`src/rtl/secbkp_pkg.sv`:
```
// Package: shared types and helpers for the secure-partitioned backup register file.
// Assumes nothing beyond being compiled before the modules that import it.
package secbkp_pkg;

    // Class of an address once decoded
    typedef enum logic [1:0] {
        ACC_DATA  = 2'd0,
        ACC_SPLIT = 2'd1,
        ACC_NONE  = 2'd2
    } acc_kind_t;

    // Clamp a requested split value to the number of words
    function automatic int unsigned clamp_split(input logic [31:0] val, input int unsigned limit);
        if (val > 32'(limit)) begin
            return limit;
        end
        return int'(val);
    endfunction

endpackage

```
`src/rtl/secbkp_decode.sv`:
```
// Module: address decode and security filter.
// Purely combinational. It classifies the byte address as a data word, the
// split register or unmapped, and decides whether the request is refused.
// Assumes ADDR_W is wide enough to reach word index NUM_REGS.
module secbkp_decode
    import secbkp_pkg::*;
#(
    parameter int NUM_REGS = 32,
    parameter int ADDR_W   = 8,
    localparam int IDX_W   = $clog2(NUM_REGS),
    localparam int SPL_W   = $clog2(NUM_REGS + 1),
    localparam int WORD_W  = ADDR_W - 2
) (
    input  logic [ADDR_W-1:0] addr,
    input  logic              is_write,
    input  logic              is_secure,
    input  logic [SPL_W-1:0]  split,
    output acc_kind_t         kind,
    output logic [IDX_W-1:0]  idx,
    output logic              refuse
);

    logic [WORD_W-1:0] word;
    logic              misaligned;
    logic              word_is_secure;

    assign word       = addr[ADDR_W-1:2];
    assign misaligned = (addr[1:0] != 2'b00);

    // Classify the address
    always_comb begin
        if (misaligned || int'(word) > NUM_REGS) begin
            kind = ACC_NONE;
        end else if (int'(word) == NUM_REGS) begin
            kind = ACC_SPLIT;
        end else begin
            kind = ACC_DATA;
        end
    end

    assign idx            = word[IDX_W-1:0];
    assign word_is_secure = (int'(idx) < int'(split));

    // Decide whether the request is refused
    always_comb begin
        unique case (kind)
            ACC_DATA:  refuse = !is_secure && word_is_secure;
            ACC_SPLIT: refuse = is_write && !is_secure;
            default:   refuse = 1'b1;
        endcase
    end

endmodule

```
`src/rtl/secbkp_bank.sv`:
```
// Module: retained storage of NUM_REGS words.
// Each word has its own register. An erase clears all words and takes priority
// over a write in the same cycle. The read port is combinational.
// Assumes that wr_en is raised only for an index below NUM_REGS.
module secbkp_bank #(
    parameter int NUM_REGS = 32,
    parameter int DATA_W   = 32,
    localparam int IDX_W   = $clog2(NUM_REGS)
) (
    input  logic              clk,
    input  logic              rst_n,
    input  logic              erase,
    input  logic              wr_en,
    input  logic [IDX_W-1:0]  wr_idx,
    input  logic [DATA_W-1:0] wr_data,
    input  logic [IDX_W-1:0]  rd_idx,
    output logic [DATA_W-1:0] rd_data
);

    logic [DATA_W-1:0] words [NUM_REGS];

    for (genvar g = 0; g < NUM_REGS; g++) begin : g_word
        // One retained word: reset or erase clear it, otherwise load on a write hit
        always_ff @(posedge clk) begin
            if (!rst_n) begin
                words[g] <= '0;
            end else if (erase) begin
                words[g] <= '0;
            end else if (wr_en && int'(wr_idx) == g) begin
                words[g] <= wr_data;
            end
        end
    end

    // Read mux
    always_comb begin
        rd_data = '0;
        if (int'(rd_idx) < NUM_REGS) begin
            rd_data = words[rd_idx];
        end
    end

endmodule

```
`src/rtl/secbkp_split.sv`:
```
// Module: split-point register.
// It holds the index that separates secure words from open words, loads a
// clamped value on an accepted write, and resets to DEF_SPLIT.
// Assumes the caller has already checked that the writer is secure.
module secbkp_split
    import secbkp_pkg::*;
#(
    parameter int NUM_REGS  = 32,
    parameter int DEF_SPLIT = 10,
    localparam int SPL_W    = $clog2(NUM_REGS + 1)
) (
    input  logic             clk,
    input  logic             rst_n,
    input  logic             wr_en,
    input  logic [31:0]      wr_data,
    output logic [SPL_W-1:0] split_q
);

    // Split register: reset default, clamped load
    always_ff @(posedge clk) begin
        if (!rst_n) begin
            split_q <= SPL_W'(DEF_SPLIT);
        end else if (wr_en) begin
            split_q <= SPL_W'(clamp_split(wr_data, NUM_REGS));
        end
    end

endmodule

```
`src/rtl/secbkp_regfile.sv`:
```
// Module: top of the secure-partitioned backup register file.
// It takes one request per cycle, filters it against the split point and the
// requester's attribute, and registers the response for the next cycle.
// tamper_i wipes the data words and leaves the split point alone.
// Assumes requests and tamper_i are synchronous to clk.
module secbkp_regfile
    import secbkp_pkg::*;
#(
    parameter int NUM_REGS  = 32,
    parameter int DATA_W    = 32,
    parameter int ADDR_W    = 8,
    parameter int DEF_SPLIT = 10,
    localparam int IDX_W    = $clog2(NUM_REGS),
    localparam int SPL_W    = $clog2(NUM_REGS + 1)
) (
    input  logic              clk,
    input  logic              rst_n,
    input  logic              req_valid,
    input  logic              req_write,
    input  logic              req_secure,
    input  logic [ADDR_W-1:0] req_addr,
    input  logic [DATA_W-1:0] req_wdata,
    input  logic              tamper_i,
    output logic              rsp_valid,
    output logic [DATA_W-1:0] rsp_rdata,
    output logic              rsp_err
);

    acc_kind_t         kind;
    logic [IDX_W-1:0]  idx;
    logic              refuse;
    logic [SPL_W-1:0]  split_q;
    logic [DATA_W-1:0] bank_rd;
    logic              data_we;
    logic              split_we;
    logic [DATA_W-1:0] rd_next;

    secbkp_decode #(
        .NUM_REGS (NUM_REGS),
        .ADDR_W   (ADDR_W)
    ) u_decode (
        .addr      (req_addr),
        .is_write  (req_write),
        .is_secure (req_secure),
        .split     (split_q),
        .kind      (kind),
        .idx       (idx),
        .refuse    (refuse)
    );

    assign data_we  = req_valid && req_write && !refuse && (kind == ACC_DATA);
    assign split_we = req_valid && req_write && !refuse && (kind == ACC_SPLIT);

    secbkp_bank #(
        .NUM_REGS (NUM_REGS),
        .DATA_W   (DATA_W)
    ) u_bank (
        .clk     (clk),
        .rst_n   (rst_n),
        .erase   (tamper_i),
        .wr_en   (data_we),
        .wr_idx  (idx),
        .wr_data (req_wdata),
        .rd_idx  (idx),
        .rd_data (bank_rd)
    );

    secbkp_split #(
        .NUM_REGS  (NUM_REGS),
        .DEF_SPLIT (DEF_SPLIT)
    ) u_split (
        .clk     (clk),
        .rst_n   (rst_n),
        .wr_en   (split_we),
        .wr_data (32'(req_wdata)),
        .split_q (split_q)
    );

    // Select the read data returned for the current request
    always_comb begin
        rd_next = '0;
        if (req_valid && !req_write && !refuse) begin
            if (kind == ACC_SPLIT) begin
                rd_next = DATA_W'(split_q);
            end else if (kind == ACC_DATA && !tamper_i) begin
                rd_next = bank_rd;
            end
        end
    end

    // Response register: one cycle after the request
    always_ff @(posedge clk) begin
        if (!rst_n) begin
            rsp_valid <= 1'b0;
            rsp_rdata <= '0;
            rsp_err   <= 1'b0;
        end else begin
            rsp_valid <= req_valid;
            rsp_rdata <= rd_next;
            rsp_err   <= req_valid && refuse;
        end
    end

endmodule

```
`config.mk`:
```
export PLATFORM = sky130hd
export DESIGN_NAME = secbkp_regfile
export DESIGN_NICKNAME = d
export VERILOG_FILES = /design/src/rtl/secbkp_pkg.sv /design/src/rtl/secbkp_decode.sv /design/src/rtl/secbkp_bank.sv /design/src/rtl/secbkp_split.sv /design/src/rtl/secbkp_regfile.sv
export SDC_FILE = /design/constraint.sdc
export NUM_CORES = 2
export LEC_CHECK = 0
export BUFFER_PORTS_ARGS = -buffer_cell sky130_fd_sc_hd__buf_2
export CAP_MARGIN = 10
export CORE_UTILIZATION = 40
export CTS_BUF_LIST = sky130_fd_sc_hd__clkbuf_8
export DETAILED_ROUTE_END_ITERATION = 7
export PLACE_DENSITY_LB_ADDON = 0.1
export SLEW_MARGIN = 25
export SYNTH_ARGS = -nofsm -noshare
export SYNTH_HDL_FRONTEND = slang
export SYNTH_SLANG_ARGS = --single-unit
```
`constraint.sdc`:
```
create_clock -name clk -period 10.67 [get_ports clk]
set_clock_uncertainty 0.1 [all_clocks]
set_input_delay 2.134 -clock clk [delete_from_list [all_inputs] [get_ports clk]]
set_output_delay 2.134 -clock clk [all_outputs]
set_load 0.005 [all_outputs]
```
[Word level (Yosys, flattened, before mapping)]
Memory sizes are Yosys's and may differ from the RTL's.
Index checks and enable logic that the tools add are counted.
Word-level totals
  register bits: 40
  RAM bits: 1024
  input bits: 46
  output and inout bits: 34
  logic and storage cells: 367
  memories: 1
Operators by class
  $lt $le $gt $ge: 3
  equality and inequality tests: 33
  muxes and demuxes: 206
  bitwise logic cells: 67
  reductions and logical operators: 52
Memory list
  u_bank.words: words 32, bits a word 32, rd ports 1, clocked after Yosys merged registers in 0, write ports 32, RTL line secbkp_bank.sv:20  | logic [DATA_W-1:0] words [NUM_REGS];
Operators with widths (count)
  $mux W32: 64
  $mux W1: 136
  $eq A5 B5 Y1 const B: 16
  $or A1 B1 Y1: 64
  $logic_and A1 B1 Y1: 42
  $eq A5 B4 Y1 const B: 8
  $gt A32 B6 Y1 const B: 1
  $mux W6: 4
  $eq A5 B3 Y1 const B: 4
  $eq A5 B2 Y1 const B: 2
  $eq A6 B6 Y1 const B: 1
  $gt A6 B6 Y1 const B: 1
  $lt A5 B6 Y1: 1
  $eq A5 B1 Y1 const B: 1
  $logic_not A5 Y1: 1
  $logic_not A1 Y1: 4
  $reduce_or A4 Y1: 1
  $not A1 Y1: 3
  $eq A2 B1 Y1 const B: 1
  $logic_not A2 Y1: 1
  $mux W2: 1
  $pmux W1 S2: 1
  $reduce_and A2 Y1: 1
  $reduce_bool A2 Y1: 1
  $logic_or A1 B1 Y1: 1

[Logic depth before layout (Yosys ltp)]
  depth after elaboration: 14
  depth in mapped cells: 12
  gate-level depth less buffers: 8

[Cells and area by module]
From an unflattened synthesis, not the netlist that was laid out.
Unflattened totals
  cells, all modules: 3672
  area, all modules: 49167.2 um^2
Modules (own cells, without submodules)
  secbkp_bank: times used 1, cells an instance 3489, area each 47342.9 um^2
  secbkp_regfile: times used 1, cells an instance 120, area each 1262.5 um^2
  secbkp_split: times used 1, cells an instance 35, area each 361.6 um^2
  secbkp_decode: times used 1, cells an instance 28, area each 200.2 um^2

[Worst setup path after synthesis]
OpenSTA, ideal clock, no wires.
  path type: input -> register
  start point: in req_addr[5]
  end point: mem u_bank.words[19][0], enable pin
  setup time: 466 ps
  arrival: 5802 ps
  required time: 10104 ps
  setup slack: 4302 ps
  stages on the path: 9
  buffers on the path: 2
  cells stage by stage: ha_1 > a21o_1 > a21oi_1 > o21ai_1 > a21oi_2 > buf_4 > buf_6 > or3_1 > o21ai_0
RTL lines
  from (decl): RTL line secbkp_regfile.sv:21  | input logic [ADDR_W-1:0] req_addr,
  to (decl): RTL line secbkp_bank.sv:20

==> impl_results.md <==
- Time the worst path needs with I/O delays and setup: 5.38 ns
- Post-detailed-route count of antenna-violating nets: 0
- Endpoint of the worst-slack reg-to-reg timing path: u_bank.words[19][31]
- Number of cells in the design after placement: 4581
- Final net count: 3302
- Worst hold start: u_split.split_q[2]
- CP endpoint kind: register
- Root buffer cell: sky130_fd_sc_hd__clkbuf_8
- # clock sinks: 1064
- IR Drop Worst-Case VDD: 0.000113 V
- Global Route Usage Sum: 25.7%
- Peak per-stage delay on the critical path: a little under 1 ns
- Port Buffer Count: 79
- DR WL met3: 13100 µm
- Worst path arrival time: between 5 and 6 ns
- Number of top-level pins: 80
- Total vias in the final route: 28400
- Max Root-Sink Buffers: 3
- Post-route worst setup slack: roughly 5.3 ns
- Critical Path Start Type: input pin
- Filler-free cell count of the finished design: 4912
- Crit path buffers/inverters: 2
- EDFF count, synth: 1024
- Capture endpoint of the worst hold path: u_split.split_q[2]
- Start-to-end type of the worst setup path: input pin to register
- Most frequently used flop master after synthesis: sky130_fd_sc_hd__edfxtp_1
- Synth warnings: 0
- Number of hold buffers added after cts: 0
- Core Box Area: 115000 µm²
- Number of buffers created by CTS: between 150 and 200
- Status: finished, final reports clean
- Initial core utilization: between 40 and 50%
- Post-synthesis register bit count: roughly 1100
- Setup repair after global routing missed its margin: false
- Critical path peak fanout: 32
- Post-cts resize count: 0
- Initial drt markers: ~3300
- Worst min path class: register to register
- Cell count of the worst reg-to-reg path: 10
- Post-place setup slack: roughly 4.1 ns
- Routed met1 length: between 60000 and 70000 µm
- Detailed-router iteration count before antenna repair: 5
- Synthesized area per cell: 14.7 µm²
- Transition time at the pin with the least slew margin: between 1 and 1.5 ns
- CTS tree: done
- Share of flip-flops with an asynchronous set or reset: 0%
- Max capacitance violation total: 0
- Global-route wire length before repair: approximately 210000 µm
- Congestion Overflow GR: 0
- Reg2reg setup slack: approximately 7 ns
- Number of antenna violations at the first check in global routing: 10
- Startpoint of the most critical register-to-register path: u_split.split_q[3]
- Std cell rows: approximately 120
- Netlist area before placement: 46500 µm²
- Via density per instance: between 5 and 6
- Leak: 19.1 nW
- Uppermost metal layer occupied by signal nets: met5
- Syn_nets: 3224
- Headroom to the max-slew limit: 22.3%
- Share of the clock period used by the worst path: 50.4%
- Floorplan die area: 118000 µm²
- Total of endpoints with negative setup slack in the final report: 0
- Hold Violations, Final: 0
- Routed wirelength normalized by instance count: 30.7 µm
- Htree depth: 4
- Setup TNS Final: 0 ns
- Post-route cell area: 52000 µm²
- Required time at the endpoint of the critical path: 11.07 ns
- Unique cell type count in the Yosys netlist: 47
- Total length of routed met2 wires: 70700 µm
- Drt drc: 0
- Vias in the first global route: around 28000
- Signed area change from the synthesized netlist to the final layout: 11.8%
- Sequential share of the synthesized area: 67.8%
- Gate count after technology mapping: around 3200
- Worst-Skew Late Latency: 0.87 ns
- Placement Cell Area: approximately 49000 µm²
- Top cell family by delay on the critical path: simple AND/OR/NAND/NOR gates
- Fraction of final layout cells with drive strength greater than 1: 19.5%
- Achievable frequency: 0.186 GHz
- Number of buffers added for setup after CTS: 0
- Half-perimeter wire length of the detailed placement result: between 80000 and 90000 µm
- Maximum number of pins on one net before global-route repair: 139
- Slowest cell on the critical path: sky130_fd_sc_hd__nor2b_4
- Worst Hold Path Cells: 2
- Critical path cell sequence: buf_2 -> nor2b_4 -> nand2b_1 -> nand4b_1 -> o21ai_4 -> buf_4
- Post-Route WL: 151000 µm
- Clock transition at the register clock pins on the worst setup and hold paths after CTS: about 0.060 ns
- Power density over the cells: 169 nW/µm²
- GP Congestion: between 0.8 and 0.9
- Count of filler cells inserted in the layout: 10200
- Die boundary height: 343 µm
- Overall die width: 343 µm
- Max-slew violation count: 0
-- Yosys cell counts, types with 2 or more instances --
cell,instances,area (µm²)
sky130_fd_sc_hd__mux2i_1,177,1770
sky130_fd_sc_hd__nand2b_1,7,43.8
sky130_fd_sc_hd__nor2b_1,9,56.3
sky130_fd_sc_hd__mux2_2,3,33.8
sky130_fd_sc_hd__a221oi_1,8,70.1
sky130_fd_sc_hd__mux4_2,219,4930
sky130_fd_sc_hd__inv_1,6,22.5
sky130_fd_sc_hd__o211ai_1,2,15.0
sky130_fd_sc_hd__nor4_4,4,85.1
sky130_fd_sc_hd__buf_1,10,37.5
sky130_fd_sc_hd__buf_6,26,293
sky130_fd_sc_hd__buf_2,105,526
sky130_fd_sc_hd__or3_1,11,68.8
sky130_fd_sc_hd__ha_1,4,50.1
sky130_fd_sc_hd__o21ai_0,40,200
sky130_fd_sc_hd__buf_4,8,60.1
sky130_fd_sc_hd__dfxtp_1,40,801
sky130_fd_sc_hd__edfxtp_1,1024,30700
sky130_fd_sc_hd__nor2_1,806,3030
sky130_fd_sc_hd__a32o_1,5,50.1
sky130_fd_sc_hd__or2_2,3,18.8
sky130_fd_sc_hd__nor3_1,3,15.0
sky130_fd_sc_hd__nand2_1,144,541
sky130_fd_sc_hd__nor4_2,3,37.5
sky130_fd_sc_hd__a21o_1,2,15.0
sky130_fd_sc_hd__nand3_1,20,100
sky130_fd_sc_hd__and2_1,260,1630
sky130_fd_sc_hd__nor4_1,8,50.1
sky130_fd_sc_hd__nand4_1,10,62.6
sky130_fd_sc_hd__a21oi_1,4,20.0
sky130_fd_sc_hd__nor3_2,2,20.0
sky130_fd_sc_hd__clkbuf_1,106,398
sky130_fd_sc_hd__a22oi_1,81,608
-- cells in the final DEF, fill, tap and decap left out, types with 8 or more instances in the layout --
cell	n
sky130_fd_sc_hd__mux4_2	219
sky130_fd_sc_hd__buf_4	62
sky130_fd_sc_hd__nor4_1	8
sky130_fd_sc_hd__o21ai_0	10
sky130_fd_sc_hd__mux2i_1	177
sky130_fd_sc_hd__clkinv_2	14
sky130_fd_sc_hd__a221oi_1	8
sky130_fd_sc_hd__clkbuf_8	199
sky130_fd_sc_hd__clkinv_1	48
sky130_fd_sc_hd__inv_1	65
sky130_fd_sc_hd__nand2_1	143
sky130_fd_sc_hd__a22oi_1	81
sky130_fd_sc_hd__buf_2	76
sky130_fd_sc_hd__nand3_1	19
sky130_fd_sc_hd__dfxtp_1	40
sky130_fd_sc_hd__edfxtp_1	1024
sky130_fd_sc_hd__nor2_1	802
sky130_fd_sc_hd__o21ai_4	30
sky130_fd_sc_hd__and2_1	258
sky130_fd_sc_hd__nand4_1	10
-- flip-flops by register name, indices dropped and copies added (netlist names) --
| register | count |
|---|---|
| rsp_err | 1 |
| rsp_rdata | 32 |
| rsp_valid | 1 |
| u_bank.words | 1024 |
| u_split.split_q | 6 |
-- metal layers --
| layer | up-vias | global-route usage, % |
|---|---|---|
| met4 | 6 | 7.38 |
| li1 | 11900 | - |
| met2 | 1370 | 40.2 |
| met1 | 14900 | 36.3 |
| met5 | - | 0 |
| met3 | 225 | 5.34 |
-- per-stage QoR --
step	utilization (%)	hold slack, ns	total power, mW
floorplan	-	0.342	5.19
global placement	42.3	0.394	5.46
detailed placement	42.4	0.391	5.47
CTS	45.3	0.397	8.84
global route	45.3	0.452	9.04
finish	45.3	0.400	8.77
-- worst max-delay path by stage --
stage / from / cells after the start / endpoint
6_report: req_addr[4] / 6 / u_bank.words[4][3]
3_5_place_dp: req_addr[5] / 9 / u_bank.words[28][24]
4_1_cts: req_addr[5] / 9 / u_bank.words[3][3]
5_1_grt: req_addr[4] / 6 / u_bank.words[4][3]
3_3_place_gp: req_addr[5] / 9 / u_bank.words[27][31]
2_1_floorplan: req_addr[5] / 9 / u_bank.words[19][0]
-- where the power goes --
part	internal, mW	total [mW]	switching (mW)
Combinational	0.192	0.635	0.444
Clock	1.72	3.39	1.66
Sequential	4.72	4.75	0.0381
Total	6.63	8.77	2.14
-- layout make-up --
class | count | area, µm² | area share, %
Timing Repair Buffer | 151 | 1110 | 2.14
Inverter | 6 | 22.5 | 0.0433
Tap cell | 1512 | 1890 | 3.64
Clock inverter | 130 | 577 | 1.11
Clock buffer | 198 | 2730 | 5.24
Antenna cell | 2 | 5.00 | 0.00963
Sequential cell | 1064 | 31600 | 60.7
Multi-Input combinational cell | 1849 | 14100 | 27.1
-- kinds of logic after synthesis --
group	after synthesis	share of synthesized area [%]
adders and majority gates	4	0.108
muxes	399	14.5
and+or+nand+nor	1299	12.5
buffers and inverters	261	2.87
DFF	1064	67.8
AOI/OAI and AO/OA	147	2.18
-- worst min-delay path, cell delays in order (launching register included) --
cell and delay (ns):
sky130_fd_sc_hd__dfxtp_1 0.33, sky130_fd_sc_hd__nand2_1 0.06, sky130_fd_sc_hd__a21boi_0 0.06
Power figures use the tool's default switching activity.
